**config.mk**
```make
export PLATFORM = sky130hd
export DESIGN_NAME = irq_aggregator
export DESIGN_NICKNAME = d
export VERILOG_FILES = /design/src/rtl/irq_agg_pkg.sv /design/src/rtl/irq_src_cell.sv /design/src/rtl/irq_req_merge.sv /design/src/rtl/irq_aggregator.sv
export SDC_FILE = /design/constraint.sdc
export NUM_CORES = 1
export LEC_CHECK = 0
export ABC_AREA = 1
export BUFFER_PORTS_ARGS = -buffer_cell sky130_fd_sc_hd__buf_4
export CAP_MARGIN = 20
export CELL_PAD_IN_SITES_DETAIL_PLACEMENT = 1
export CELL_PAD_IN_SITES_GLOBAL_PLACEMENT = 2
export CORE_UTILIZATION = 16
export DETAILED_ROUTE_END_ITERATION = 12
export GPL_ROUTABILITY_DRIVEN = 0
export GPL_TIMING_DRIVEN = 0
export PLACE_DENSITY = 0.76
export SETUP_SLACK_MARGIN = 0.1
export SLEW_MARGIN = 20
export SYNTH_ARGS = -nofsm -noshare
export SYNTH_HDL_FRONTEND = slang
export SYNTH_SLANG_ARGS = --single-unit
```
**constraint.sdc**
```tcl
create_clock -name clk -period 1 [get_ports clk]
set_input_delay 0.2 -clock clk [delete_from_list [all_inputs] [get_ports clk]]
set_output_delay 0.2 -clock clk [all_outputs]
set_load 0.05 [all_outputs]
```
**src/rtl/irq_agg_pkg.sv**
```systemverilog
package irq_agg_pkg;

   typedef enum logic [1:0] {
      RULE_READ   = 2'd0,
      RULE_ACCESS = 2'd1,
      RULE_LEVEL  = 2'd2
   } clr_rule_e;

   function automatic clr_rule_e rule_of(input int idx,
                                         input logic [31:0] acc_mask,
                                         input logic [31:0] lvl_mask);
      if (lvl_mask[idx])      return RULE_LEVEL;
      else if (acc_mask[idx]) return RULE_ACCESS;
      else                    return RULE_READ;
   endfunction

endpackage

```
**src/rtl/irq_src_cell.sv**
```systemverilog
module irq_src_cell #(
   parameter logic RST_VAL   = 1'b0,
   parameter logic LATCH     = 1'b1,
   parameter logic USE_RD    = 1'b1,
   parameter logic USE_ACK   = 1'b0,
   parameter logic GATE_HOLD = 1'b0
) (
   input  logic clk,
   input  logic rst_n,
   input  logic set_i,
   input  logic en_i,
   input  logic rd_i,
   input  logic ack_i,
   output logic flag_o
);

   logic flag_q;
   logic keep;

   always_comb begin
      keep = LATCH & flag_q;
      keep = keep & ~(USE_RD & rd_i);
      keep = keep & ~(USE_ACK & ack_i);
      keep = keep & (~GATE_HOLD | en_i);
   end

   always_ff @(posedge clk or negedge rst_n) begin
      if (!rst_n) flag_q <= RST_VAL;
      else        flag_q <= set_i | keep;
   end

   assign flag_o = flag_q;

   // a recognised event is never lost to a clear in the same cycle
   assert_set_wins_R5: assert property (@(posedge clk) disable iff (!rst_n)
      set_i |=> flag_o);

endmodule

```
**src/rtl/irq_req_merge.sv**
```systemverilog
module irq_req_merge #(
   parameter int N = 8
) (
   input  logic [N-1:0] flags_i,
   output logic         req_n_o
);

   logic [N:0] chain;

   assign chain[0] = 1'b1;
   for (genvar k = 0; k < N; k++) begin : g_and
      assign chain[k+1] = chain[k] & ~flags_i[k];
   end
   assign req_n_o = chain[N];

endmodule

```
**src/rtl/irq_aggregator.sv**
```systemverilog
module irq_aggregator #(
   parameter int         N           = 8,
   parameter logic [N-1:0] ACCESS_MASK = 8'b0000_0011,
   parameter logic [N-1:0] LEVEL_MASK  = 8'b0001_0000,
   parameter logic [N-1:0] RESET_SET   = 8'b0000_0100
) (
   input  logic         clk,
   input  logic         rst_n,
   input  logic [N-1:0] evt_i,
   input  logic [N-1:0] en_i,
   input  logic [N-1:0] ack_i,
   input  logic         stat_rd_i,
   output logic         irq_n_o,
   output logic [N-1:0] status_o
);
   import irq_agg_pkg::*;

   localparam logic [31:0] ACC_W = 32'(ACCESS_MASK);
   localparam logic [31:0] LVL_W = 32'(LEVEL_MASK);

   if (N < 1 || N > 32) begin : g_bad_n
      $error("irq_aggregator: N must lie in 1..32");
   end
   if ((ACCESS_MASK & LEVEL_MASK) != '0) begin : g_bad_overlap
      $error("irq_aggregator: a source cannot be both access-cleared and level");
   end
   if ((RESET_SET & (ACCESS_MASK | LEVEL_MASK)) != '0) begin : g_bad_rst
      $error("irq_aggregator: only read-cleared sources may come out of reset set");
   end

   logic [N-1:0] set_v;
   logic [N-1:0] flags;

   assign set_v = evt_i & en_i;

   for (genvar k = 0; k < N; k++) begin : g_src
      localparam clr_rule_e RULE = rule_of(k, ACC_W, LVL_W);

      if (RULE == RULE_LEVEL) begin : g_level
         irq_src_cell #(.RST_VAL(1'b0), .LATCH(1'b0), .USE_RD(1'b0),
                        .USE_ACK(1'b0), .GATE_HOLD(1'b0)) cell_i (
            .clk(clk), .rst_n(rst_n), .set_i(set_v[k]), .en_i(en_i[k]),
            .rd_i(stat_rd_i), .ack_i(ack_i[k]), .flag_o(flags[k]));

         assert_level_on_R8: assert property (@(posedge clk) disable iff (!rst_n)
            (en_i[k] && evt_i[k]) |=> status_o[k]);
         assert_level_off_R8: assert property (@(posedge clk) disable iff (!rst_n)
            !(en_i[k] && evt_i[k]) |=> !status_o[k]);
      end else if (RULE == RULE_ACCESS) begin : g_access
         irq_src_cell #(.RST_VAL(1'b0), .LATCH(1'b1), .USE_RD(1'b0),
                        .USE_ACK(1'b1), .GATE_HOLD(1'b1)) cell_i (
            .clk(clk), .rst_n(rst_n), .set_i(set_v[k]), .en_i(en_i[k]),
            .rd_i(stat_rd_i), .ack_i(ack_i[k]), .flag_o(flags[k]));

         assert_ack_clear_R6: assert property (@(posedge clk) disable iff (!rst_n)
            (ack_i[k] && !evt_i[k]) |=> !status_o[k]);
         assert_off_clear_R7: assert property (@(posedge clk) disable iff (!rst_n)
            !en_i[k] |=> !status_o[k]);
         assert_read_ignored_R4: assert property (@(posedge clk) disable iff (!rst_n)
            (status_o[k] && en_i[k] && !ack_i[k]) |=> status_o[k]);
      end else begin : g_read
         irq_src_cell #(.RST_VAL(RESET_SET[k]), .LATCH(1'b1), .USE_RD(1'b1),
                        .USE_ACK(1'b0), .GATE_HOLD(1'b0)) cell_i (
            .clk(clk), .rst_n(rst_n), .set_i(set_v[k]), .en_i(en_i[k]),
            .rd_i(stat_rd_i), .ack_i(ack_i[k]), .flag_o(flags[k]));

         assert_rd_clear_R4: assert property (@(posedge clk) disable iff (!rst_n)
            (stat_rd_i && !(en_i[k] && evt_i[k])) |=> !status_o[k]);
         assert_hold_R9: assert property (@(posedge clk) disable iff (!rst_n)
            (status_o[k] && !stat_rd_i) |=> status_o[k]);
      end

      assert_gate_R2: assert property (@(posedge clk) disable iff (!rst_n)
         (!status_o[k] && !en_i[k]) |=> !status_o[k]);
   end

   irq_req_merge #(.N(N)) merge_i (
      .flags_i(flags),
      .req_n_o(irq_n_o)
   );

   assign status_o = flags;

   assert_line_R3: assert property (@(posedge clk) disable iff (!rst_n)
      (status_o != '0) |-> !irq_n_o);

endmodule

```
# [Yosys cells after proc, flatten, opt, wreduce, memory -nomap -nowiden]
# Index checks and enable logic that the tools add are counted.
[classes] bitwise=35
[ops] cell="AND 1 bit" count=16
[ops] cell="NOT 1 bit" count=11
[ops] cell="AND 8 bit" count=1
[ops] cell="bitwise OR 1 bit" count=7
[totals] reg_bits=8 in_bits=27 out_inout_bits=9 word_cells=43

# [Depth between registers and ports, before layout]
[depth] ltp_word=8 mapped_depth=3 ltp_nobuf=3

# [Hierarchy]
# A second synthesis with hierarchy kept.
[hier_totals] cells_unflattened=59 area_unflattened_um2=395.4
[modules_own_cells] mod="irq_src_cell at g_src[3].g_read.cell_i ..." instances=4 cells_each=5 area_per_inst_um2=40.0 seq_area_each_um2=25.0
[modules_own_cells] mod="irq_src_cell at g_src[0].g_access.cell_i ..." instances=2 cells_each=5 area_per_inst_um2=41.3 seq_area_each_um2=25.0
[modules_own_cells] mod="irq_aggregator" instances=1 cells_each=16 area_per_inst_um2=60.1 seq_area_each_um2=0.0
[modules_own_cells] mod="irq_src_cell at g_src[2].g_read.cell_i" instances=1 cells_each=5 area_per_inst_um2=41.3 seq_area_each_um2=26.3
[modules_own_cells] mod="irq_req_merge" instances=1 cells_each=7 area_per_inst_um2=26.3 seq_area_each_um2=0.0
[modules_own_cells] mod="irq_src_cell at g_src[4].g_level.cell_i" instances=1 cells_each=1 area_per_inst_um2=25.0 seq_area_each_um2=25.0

# [Least setup slack after synthesis]
# Ideal clock, no wire load.
[synth_path] path_kind="reg2out" startpoint="reg g_src[1].g_access.cell_i.flag_q" endpoint="out irq_n_o" arrival_time_ns=1.171 required_ns=0.800 setup_slack_ns=-0.371 path_stages_with_launch=4 n_path_buf=0 path_cell_list="dfrtp_1 -> nor2_1 -> nand2_1 -> nor2_1"
[synth_via] elab_chain_len=8
[synth_lines] element="from (decl)" line="irq_src_cell.sv:17" text="logic flag_q;"
[synth_lines] element="from (signal assigned)" line="irq_src_cell.sv:29" text="else flag_q <= set_i | keep;"
[synth_lines] element="NOT 1 bit" line="irq_req_merge.sv:12" text="assign chain[k+1] = chain[k] & ~flags_i[k];"
[synth_lines] element="AND 1 bit (7 in a row)" line="irq_req_merge.sv:12"
[synth_lines] element="to (decl)" line="irq_aggregator.sv:13" text="output logic irq_n_o,"
# No other way between the ends.

# [Worst setup path after layout]
[layout_path] startpoint="reg g_src[2].g_read.cell_i.flag_q" endpoint="out irq_n_o"
[layout_via] elab_chain_len=7
[layout_lines] element="from (decl)" line="irq_src_cell.sv:17"
[layout_lines] element="from (signal assigned)" line="irq_src_cell.sv:29"
[layout_lines] element="NOT 1 bit" line="irq_req_merge.sv:12"
[layout_lines] element="AND 1 bit (6 in a row)" line="irq_req_merge.sv:12"
# No other way between the ends.

==> results.yml <==
outcome:
  status: "complete, but fails checks"
  failed_checks: "setup timing"
setup_path:
  reg2reg_depth: 5
  startpoint_type: "register"
  crit_arrival_ps: 1120
  critical_path.top_delay_family: "flip-flops"
  cp_slowest_cell: "dfstp_2"
  worstPathCellList: "nor2_1 -> nand2_1 -> nor2_4 -> buf_8"
  r2r-start: "g_src[3].g_read.cell_i.flag_o$_DFF_PN0_"
  cp.required_ps: 800
  critPathMaxStageDelay_ps: 540
  rr_endpoint: "g_src[3].g_read.cell_i.flag_o$_DFF_PN0_"
  setup.worst_path.class: "register to output port"
  r2r_slack_ps: 100
  critical_path_buf_inv_count: 1
  end_kind: "output port"
  path_depth: 4
  cp_max_fo: 3
synth:
  synthesis.nets: 73
  avgSynthCellArea_um2: 8.43
  netlist_area_um2: 388
  synth-seq-area-share_pct: 51.9
  yosysWarnings: 0
  syn_inst: 46
  synth-seq-cells: 8
  synth.distinct_cells: 8
die:
  rows: 17
  ios: 36
  die_area_um2: 2630
  die-height_um: 51.2
  start_util_pct: 17.2
  core_um2: 2250
  die_x_um: 51.2
route:
  num_vias: 427
  finalWirelength_mm: 1.13
  drt_iter0_drc: 1
  wl_per_cell_um: 9.93
  drc: 0
  vias_per_cell: 3.75
  postRouteAntennaNets: 0
  first_pass_iters: 2
timing:
  finalMaxSlewViolations: 0
  skew_ps: 0
  fmax_mhz: 760
  period_share_pct: 132
  hold_violations: 0
  fin_tns_setup_ps: -1870
  setup_violations: 9
  slew_headroom_pct: 90.3
  worst_pin_slew_ps: 145
  fin_ws_ps: -316
  period_needed_ps: 1320
  rsz0062_at_grt: "yes"
  holdWs_ps: 129
grt:
  grt_max_degree: 9
  grt_pass1_vias: 419
  grt_pass1_wl_mm: 1.75
  overflow: 0
  groute.usage.overall_pct: 10.1
  antenna_found_initial: 0
clocking:
  clk_pin_slew_worst_paths_ps: 50
  insertion_delay_ps: 250
  cts_buffers: 3
  htreeDepth: 1
  cts_sinks: 8
  root_buffer: "clkbuf_4"
  cts_tree: "yes"
  clock_path_buffers: 2
run:
  cap_violations: 0
min_path:
  hold_depth: 3
  hp-start: "en_i[4]"
  hold_end: "g_src[4].g_level.cell_i.flag_o$_DFF_PN0_"
  hold_class: "input pin to register"
power:
  cellLeakagePower_nw: 0.435
  netSwitchingFraction_pct: 31.2
  power.density_nw_per_um2: 1260
  cellInternalPower_uw: 719
  power_frac_clock_pct: 26.4
  power.share.sequential_pct: 35.3
  power.total_mw: 1.04
  p_comb_share_pct: 38.3
  netSwitchingPower_uw: 326
  ir_drop_uv: 558
placement:
  port_buffers: 29
  dpl_cell_area_um2: 648
  place_ws_ps: -87.9
  dp.cells: 103
cells_and_area:
  most-common-layout-cells: "buf_4 (26), nand2_1 (12), buf_6 (9)"
  final_cells: 114
  num_antenna_cells: 0
  nets: 114
  design_area_um2: 827
  drive_gt1_share_pct: 58.1
  syn2layout_area_growth_pct: 113
  final_util_pct: 36.7
  layout_commonest_cell: "buf_4"
==> power by group through the flow <==
stage               clock network, mW  logic (mW)  registers, mW
CTS                             0.291       0.372          0.368
detailed placement                  0       0.294          0.378
global route                    0.308       0.427          0.372
finish                          0.276       0.400          0.369
global placement                    0       0.291          0.377
floorplan                           0       0.177          0.373
==> cell families (layout without fill, tap and decap cells) <==
group	Yosys count	after routing	synth area share [%]
AND/OR/NAND/NOR	19	19	20.3
buffers and inverters	14	54	21.3
flip-flops	8	8	51.9
AO/OA/AOI/OAI	5	5	6.45
==> worst register-to-register path, delay by kind of cell (launching register included) <==
family | cells | cell delay (ps)
buf+inv | 4 | 370
flops | 1 | 390
compound gates | 1 | 40
==> registers in the layout (all words and copies together), names as in the netlist <==
name and count:
g_src.g_level.cell_i.flag_o 1, g_src.g_access.cell_i.flag_o 2, g_src.g_read.cell_i.flag_o 5
==> worst max-delay path by stage <==
stage,endpoint,start,slack [ps]
global route,irq_n_o,g_src[1].g_access.cell_i.flag_o$_DFF_PN0_,-390
finish,irq_n_o,g_src[2].g_read.cell_i.flag_o$_DFF_PN1_,-320
CTS,irq_n_o,g_src[3].g_read.cell_i.flag_o$_DFF_PN0_,-330
floorplan,irq_n_o,g_src[1].g_access.cell_i.flag_o$_DFF_PN0_,-30
detailed placement,irq_n_o,g_src[1].g_access.cell_i.flag_o$_DFF_PN0_,-90
global placement,irq_n_o,g_src[2].g_read.cell_i.flag_o$_DFF_PN1_,-80
==> final cells by class <==
| cell class | count | area (µm²) |
|---|---|---|
| clock buffers | 4 | 26.3 |
| plain buffers | 3 | 26.3 |
| flip-flops and latches | 8 | 201 |
| fillers | 270 | 1430 |
| repair buffers | 41 | 400 |
| well taps | 28 | 35.0 |
| multi-input cells | 24 | 115 |
| inverters | 6 | 22.5 |
==> layer usage <==
layer	track usage (%)	up-vias	part of all wire (%)
li1	-	215	-
met1	9.39	193	34
met2	18.2	15	58
met3	1.79	4	3.9
met4	9.46	0	3.2
met5	0	-	0
==> synthesized netlist by cell type <==
library cell / count / area [µm²]
nand2_1: 12 / 45.0
buf_4: 8 / 60.1
dfrtp_1: 7 / 175
inv_1: 6 / 22.5
nor2_1: 5 / 18.8
o21ai_0: 5 / 25.0
nand3b_1: 2 / 15.0
dfstp_2: 1 / 26.3
==> what timing repair did <==
action / CTS / global route
buffers inserted: 7 / 5
hold buffers: 1 / 0
gates resized for setup: 19 / 10
pin swaps: 3 / 2
endpoints found under the setup margin: 9 / 10
endpoints found under the hold margin: 8 / 0
Power figures use the tool's default switching activity.
